`config.mk`:
```
export PLATFORM = sky130hd
export DESIGN_NAME = dbuf_cmp_timer
export DESIGN_NICKNAME = d
export VERILOG_FILES = /design/src/rtl/tmr_pkg.sv /design/src/rtl/tmr_rst_sync.sv /design/src/rtl/tmr_regbank.sv /design/src/rtl/tmr_counter.sv /design/src/rtl/tmr_match.sv /design/src/rtl/dbuf_cmp_timer.sv
export SDC_FILE = /design/constraint.sdc
export NUM_CORES = 1
export LEC_CHECK = 0
export BUFFER_PORTS_ARGS = -buffer_cell sky130_fd_sc_hd__clkbuf_2
export CORE_MARGIN = 5
export CORE_UTILIZATION = 54
export CTS_CLUSTER_DIAMETER = 30
export DETAILED_ROUTE_END_ITERATION = 10
export PLACE_DENSITY = 0.81
export SYNTH_ARGS = -nofsm -noshare
export SYNTH_HDL_FRONTEND = slang
export SYNTH_SLANG_ARGS = --single-unit
```
`constraint.sdc`:
```
create_clock -name clk -period 2.1 [get_ports clk]
set_clock_uncertainty 0.2 [all_clocks]
set_input_delay 0.315 -clock clk [delete_from_list [all_inputs] [get_ports clk]]
set_output_delay 0.315 -clock clk [all_outputs]
set_load 0.05 [all_outputs]
```
`src/rtl/tmr_pkg.sv`:
```
package tmr_pkg;
  localparam int CTRL_OFS   = 4;
  localparam int RUN_BIT    = 0;
  localparam int SHADOW_BIT = 1;
  localparam int NUM_CMP    = 2;

  typedef struct packed {
    logic shadow_en;
    logic run;
  } tmr_ctrl_t;
endpackage

```
`src/rtl/tmr_rst_sync.sv`:
```
module tmr_rst_sync (
  input  logic clk,
  input  logic rst_ni,
  output logic rst_sync_no
);
  logic [1:0] sync_q;

  always_ff @(posedge clk or negedge rst_ni) begin
    if (!rst_ni) sync_q <= 2'b00;
    else         sync_q <= {sync_q[0], 1'b1};
  end

  assign rst_sync_no = sync_q[1];
endmodule

```
`src/rtl/tmr_regbank.sv`:
```
module tmr_regbank
  import tmr_pkg::*;
#(
  parameter int CNT_W  = 16,
  parameter int ADDR_W = 3
) (
  input  logic              clk,
  input  logic              rst_ni,
  input  logic              wr_en_i,
  input  logic              wr_wide_i,
  input  logic [ADDR_W-1:0] wr_addr_i,
  input  logic [CNT_W-1:0]  wr_data_i,
  input  logic              xfer_i,
  output logic [CNT_W-1:0]  cmp_a_o,
  output logic [CNT_W-1:0]  cmp_b_o,
  output logic [CNT_W-1:0]  shadow_a_o,
  output logic              run_o,
  output logic              shadow_en_o,
  output logic              commit_a_o
);
  localparam int BYTE_W = CNT_W / 2;
  localparam logic [ADDR_W-1:0] CTRL_ADDR = ADDR_W'(CTRL_OFS);

  logic [NUM_CMP-1:0]            commit;
  logic [NUM_CMP-1:0][CNT_W-1:0] commit_val;

  // per-channel decode and low-byte staging
  for (genvar ch = 0; ch < NUM_CMP; ch++) begin : g_ch
    localparam logic [ADDR_W-1:0] LO_ADDR = ADDR_W'(2 * ch);
    localparam logic [ADDR_W-1:0] HI_ADDR = ADDR_W'(2 * ch + 1);

    logic             lo_hit;
    logic             hi_hit;
    logic             stage_en;
    logic [BYTE_W-1:0] stage_q;

    assign lo_hit   = wr_en_i && (wr_addr_i == LO_ADDR);
    assign hi_hit   = wr_en_i && (wr_addr_i == HI_ADDR);
    assign stage_en = lo_hit && !wr_wide_i;

    assign commit[ch]     = (lo_hit && wr_wide_i) || hi_hit;
    assign commit_val[ch] = hi_hit ? {wr_data_i[BYTE_W-1:0], stage_q} : wr_data_i;

    always_ff @(posedge clk) begin
      if (stage_en) stage_q <= wr_data_i[BYTE_W-1:0];
    end
  end

  // control register
  tmr_ctrl_t ctrl_q, ctrl_d;
  logic      ctrl_en;

  always_comb begin
    ctrl_en            = wr_en_i && (wr_addr_i == CTRL_ADDR);
    ctrl_d.run         = wr_data_i[RUN_BIT];
    ctrl_d.shadow_en   = wr_data_i[SHADOW_BIT];
  end

  always_ff @(posedge clk or negedge rst_ni) begin
    if (!rst_ni)      ctrl_q <= '0;
    else if (ctrl_en) ctrl_q <= ctrl_d;
  end

  // compare A: shadow plus active, compare B: single register
  logic [CNT_W-1:0] shadow_q, act_q, cmpb_q;
  logic [CNT_W-1:0] act_d;
  logic             act_en, shadow_en_w, cmpb_en;

  always_comb begin
    shadow_en_w = commit[0];
    cmpb_en     = commit[1];
    if (ctrl_q.shadow_en) begin
      act_en = xfer_i;
      act_d  = shadow_q;
    end else begin
      act_en = commit[0];
      act_d  = commit_val[0];
    end
  end

  always_ff @(posedge clk) begin
    if (shadow_en_w) shadow_q <= commit_val[0];
    if (act_en)      act_q    <= act_d;
    if (cmpb_en)     cmpb_q   <= commit_val[1];
  end

  assign cmp_a_o     = act_q;
  assign cmp_b_o     = cmpb_q;
  assign shadow_a_o  = shadow_q;
  assign run_o       = ctrl_q.run;
  assign shadow_en_o = ctrl_q.shadow_en;
  assign commit_a_o  = commit[0];
endmodule

```
`src/rtl/tmr_counter.sv`:
```
module tmr_counter #(
  parameter int CNT_W = 16
) (
  input  logic             clk,
  input  logic             rst_ni,
  input  logic             run_i,
  input  logic             wrap_i,
  output logic [CNT_W-1:0] count_o
);
  logic [CNT_W-1:0] cnt_q, cnt_d;
  logic             cnt_en;

  always_comb begin
    cnt_en = run_i;
    cnt_d  = wrap_i ? '0 : cnt_q + CNT_W'(1);
  end

  always_ff @(posedge clk or negedge rst_ni) begin
    if (!rst_ni)     cnt_q <= '0;
    else if (cnt_en) cnt_q <= cnt_d;
  end

  assign count_o = cnt_q;
endmodule

```
`src/rtl/tmr_match.sv`:
```
module tmr_match #(
  parameter int CNT_W = 16
) (
  input  logic             run_i,
  input  logic [CNT_W-1:0] count_i,
  input  logic [CNT_W-1:0] value_i,
  output logic             hit_o
);
  assign hit_o = run_i && (count_i == value_i);
endmodule

```
`src/rtl/dbuf_cmp_timer.sv`:
```
module dbuf_cmp_timer
  import tmr_pkg::*;
#(
  parameter int CNT_W  = 16,
  parameter int ADDR_W = 3
) (
  input  logic              clk,
  input  logic              rst_n,
  input  logic              wr_en,
  input  logic              wr_wide,
  input  logic [ADDR_W-1:0] wr_addr,
  input  logic [CNT_W-1:0]  wr_data,
  output logic              match_a_o,
  output logic              match_b_o
);
  logic                          rst_sync_n;
  logic                          run, shadow_en, commit_a;
  logic [CNT_W-1:0]              count, cmp_a, cmp_b, shadow_a;
  logic [NUM_CMP-1:0][CNT_W-1:0] cmp_vals;
  logic [NUM_CMP-1:0]            hit;

  tmr_rst_sync u_rst (
    .clk        (clk),
    .rst_ni     (rst_n),
    .rst_sync_no(rst_sync_n)
  );

  tmr_regbank #(.CNT_W(CNT_W), .ADDR_W(ADDR_W)) u_regs (
    .clk        (clk),
    .rst_ni     (rst_sync_n),
    .wr_en_i    (wr_en),
    .wr_wide_i  (wr_wide),
    .wr_addr_i  (wr_addr),
    .wr_data_i  (wr_data),
    .xfer_i     (hit[1]),
    .cmp_a_o    (cmp_a),
    .cmp_b_o    (cmp_b),
    .shadow_a_o (shadow_a),
    .run_o      (run),
    .shadow_en_o(shadow_en),
    .commit_a_o (commit_a)
  );

  tmr_counter #(.CNT_W(CNT_W)) u_cnt (
    .clk    (clk),
    .rst_ni (rst_sync_n),
    .run_i  (run),
    .wrap_i (hit[1]),
    .count_o(count)
  );

  assign cmp_vals[0] = cmp_a;
  assign cmp_vals[1] = cmp_b;

  for (genvar i = 0; i < NUM_CMP; i++) begin : g_cmp
    tmr_match #(.CNT_W(CNT_W)) u_match (
      .run_i  (run),
      .count_i(count),
      .value_i(cmp_vals[i]),
      .hit_o  (hit[i])
    );
  end

  assign match_a_o = hit[0];
  assign match_b_o = hit[1];
endmodule

```
==> summary.md <==
## Min path
* Hold Crit Class: in -> reg
* worst hold path endpoint: u_regs.g_ch[0].stage_q[4]
* hold path start: wr_data[4]
* Worst Hold Path Cells: 1

## Routing
* post-DR wirelength/cell: 18.52 um
* Vias: 2328
* drt first pass iters: 5
* count of nets left with antenna violations after detail routing: 0
* vias per std cell: 5.478
* number of violations reported at the end of detailed-routing iteration 0: 163
* drc violations: 0
* wire length after detailed routing: 7.872 mm

## Setup path
* worst reg2reg path endpoint: u_regs.cmp_a_o[9]
* Largest delay share family, worst path: simple AND/OR/NAND/NOR gates
* slowest CP cell: dfrtp_1
* worst path arrival time: 1.96 ns
* sum of buffers and inverters on the critical path: 1
* Worst path max stage delay: 0.44 ns
* kind of launch point of the worst setup path: flop
* critical path cell sequence: xor2_1 > nor4_2 > nand4_1 > nor4_4 > buf_12
* Critical Path Fanout Max: 4
* CP Capture Type: primary output
* critical register-to-register path startpoint: u_cnt.count_o[6]
* type of the worst setup path: reg -> out
* logic depth of the worst register-to-register path: 6
* R2R Setup Slk: 0.02 ns
* Worst Path Required: 1.58 ns

## Floorplan
* DIE WIDTH: 95.26 um
* Die Span Y: 95.26 um
* initial standard-cell utilization of the core: 0.5470
* core area: 7176 sq um
* number of top-level pins: 25
* FP Rows: 31
* die footprint: 9074 sq um

## Yosys
* EDFF count, synth: 64
* total of flip-flops plus latches after synthesis: 84
* dominant cell type by area after synthesis: edfxtp_1
* share of flip-flops with an asynchronous set or reset: 0.2381
* main flop type after synthesis: edfxtp_1
* Synth Net Count: 299
* combined area of all synthesized cells: 3925 sq um
* area fraction of the dominant cell type after synthesis: 0.4896
* distinct cell type count after synthesis: 29
* Post-synth top cells: 64 x edfxtp_1, 51 x mux2_2, 29 x xnor2_1
* Seq/Total Area, Yosys: 0.6172
* Mean Syn Cell Area: 14.27 sq um
* Yosys warning total: 0
* number of instances in the synthesized netlist: 275
* biggest area contributors in the synthesized netlist: edfxtp_1 49%, mux2_2 15%, dfrtp_1 13%
* most common cell in the netlist: edfxtp_1

## STA
* Max Clk Rate: 404.7 MHz
* RSZ-0062 raised after global routing: true
* count of pins over their slew limit: 0
* total of endpoints with negative setup slack in the final report: 2
* pin slew with the least headroom to its limit: 0.7924 ns
* final setup slack of the worst path: -0.3711 ns
* minimum period implied by the final worst setup slack: 2.471 ns
* final number of hold-violating endpoints: 0
* final clock period utilization by the worst path: 1.177
* worst slew margin relative to its limit: 0.4717

## CTS
* number of buffers inserted during clock tree synthesis: 9
* TritonCTS clock tree: built
* maximum clock path buffer count: 2
* H-Tree Depth: 3
* clock tree sinks: 84
* clock-pin slew of the registers on the worst-case setup and hold paths: 0.09 ns
* insertion delay to the later sink of the worst-skew pair: 0.36 ns
* CTS Root Buffer Type: clkbuf_8

## Global route
* global route total overflow: 0
* global router's overall resource usage: 0.1894
* wire length of the first global-routing pass: 12.49 mm
* number of antenna violations at the first check in global routing: 0
* largest net degree at the start of global routing: 19
* number of global-route vias before repair: 2414

## Run status
* run status: complete, but fails checks
* violated checks: negative setup slack

## Run
* Max Cap Viol: 0

## Place
* placement-stage worst setup slack: 0.008283 ns
* placed wire-length estimate: 5.638 mm
* final weighted congestion in routability-driven placement: 0.9597
* instance area at placement: 4342 sq um
* port bufs: 24

## Power and ir drop
* largest voltage drop on the vdd net: 0.5690 mV
* Power Density: 849.7 nW/um^2
* leakage power summed over all cells: 1.698 nW

## Layout
* Antenna Diode Count: 0
* fraction of final layout cells sized beyond drive strength 1: 0.3742
* # nets final: 345
* post-route core utilization: 0.6422
* area growth from synthesis to layout: 17.41%
* area of all placed cells without fillers: 4608 sq um

-- cell usage in the layout (no fill, tap or decap), types with 3 or more instances in the layout --
| master | instances |
|---|---|
| buf_12 | 5 |
| buf_4 | 20 |
| clkbuf_2 | 22 |
| clkbuf_8 | 9 |
| dfrtp_1 | 19 |
| dlygate4sd3_1 | 3 |
| edfxtp_1 | 64 |
| inv_6 | 3 |
| mux2_2 | 50 |
| nand2_1 | 10 |
| nand3_1 | 7 |
| nand4_1 | 11 |
| nor2_1 | 23 |
| nor3_1 | 6 |
| xnor2_1 | 28 |
| xor2_1 | 18 |
-- per-stage QoR --
step | total power [mW] | hold slack [ns] | std cells | TNS (ns)
final | 3.916 | 0.02242 | 425 | -0.6421
after CTS | 3.922 | 0.007055 | 423 | -0.6609
after floorplan | 2.535 | -0.1806 | 275 | 0
after detailed placement | 2.759 | -0.09842 | 404 | 0
after global placement | 2.725 | -0.1007 | 404 | -0.006249
after global routing | 4.069 | 0.01131 | 425 | -2.209
-- worst max-delay path by stage --
stage / slack, ns / to / cells past startpoint / from
3_3_place_gp: -0.006 / match_a_o / 5 / u_cnt.count_o[14]
3_5_place_dp: 0.008 / match_a_o / 5 / u_cnt.count_o[14]
4_1_cts: -0.37 / match_a_o / 5 / u_cnt.count_o[14]
5_1_grt: -0.45 / match_a_o / 5 / u_cnt.count_o[14]
2_1_floorplan: 0.005 / u_regs.cmp_a_o[0] / 6 / u_cnt.count_o[6]
6_report: -0.37 / match_a_o / 5 / u_cnt.count_o[4]
-- sequential cells by signal (all words and copies together), names as in the netlist --
signal	cells
u_regs.run_o	1
u_regs.g_ch.stage_q	16
u_regs.shadow_en_o	1
u_regs.shadow_a_o	16
u_rst.sync_q	2
u_regs.cmp_b_o	16
u_cnt.count_o	16
u_regs.cmp_a_o	16
-- cell families (layout without fill, tap and decap cells) --
group	Yosys count	count (layout)	synth area share
mux	52	53	0.1489
xor+xnor	47	47	0.1049
other cells	1	1	0.0009554
buf+inv	17	67	0.02391
flops	84	84	0.6171
simple gates	73	73	0.1011
fa+ha+maj	1	1	0.003187
-- repair_timing --
action                                  CTS  global route
setup buffers                             0             1
hold buffers                              3             0
endpoints found under the setup margin    2            18
pin swaps                                 1             0
resized for setup                         2             2
endpoints found under the hold margin     6             0
cloned                                    0             1
-- where the power goes --
part           internal, mW  leakage [nW]  total (mW)  switching [mW]
clock                 0.563        0.0939        1.17           0.607
combinational         0.363         0.764       0.726           0.363
sequential             1.91         0.841        2.02           0.107
-- layout make-up --
class,count,area (sq um)
Tap cell,99,123.9
Multi-Input combinational cell,175,1468
Sequential cell,84,2424
Clock buffer,10,127.6
Fill cell,541,2567
Timing Repair Buffer,50,390.4
Inverter,1,3.754
Clock inverter,6,71.32
-- worst register-to-register path, cell delays in order (launching register included) --
cell and delay, ns:
dfrtp_1 0.44, xor2_1 0.19, nor4_2 0.26, nand2_1 0.12, nor4_4 0.17, buf_4 0.17, mux2_4 0.23
-- per-layer routing --
metal  track usage  up-vias  wire (um)
met3       0.05288        8        442
met2        0.3131       63       3851
met4       0.05889        0         63
met5             0        -          0
met1        0.2419     1167       3515
li1              -     1090          -
No activity file was read; power rests on OpenSTA's default activity.
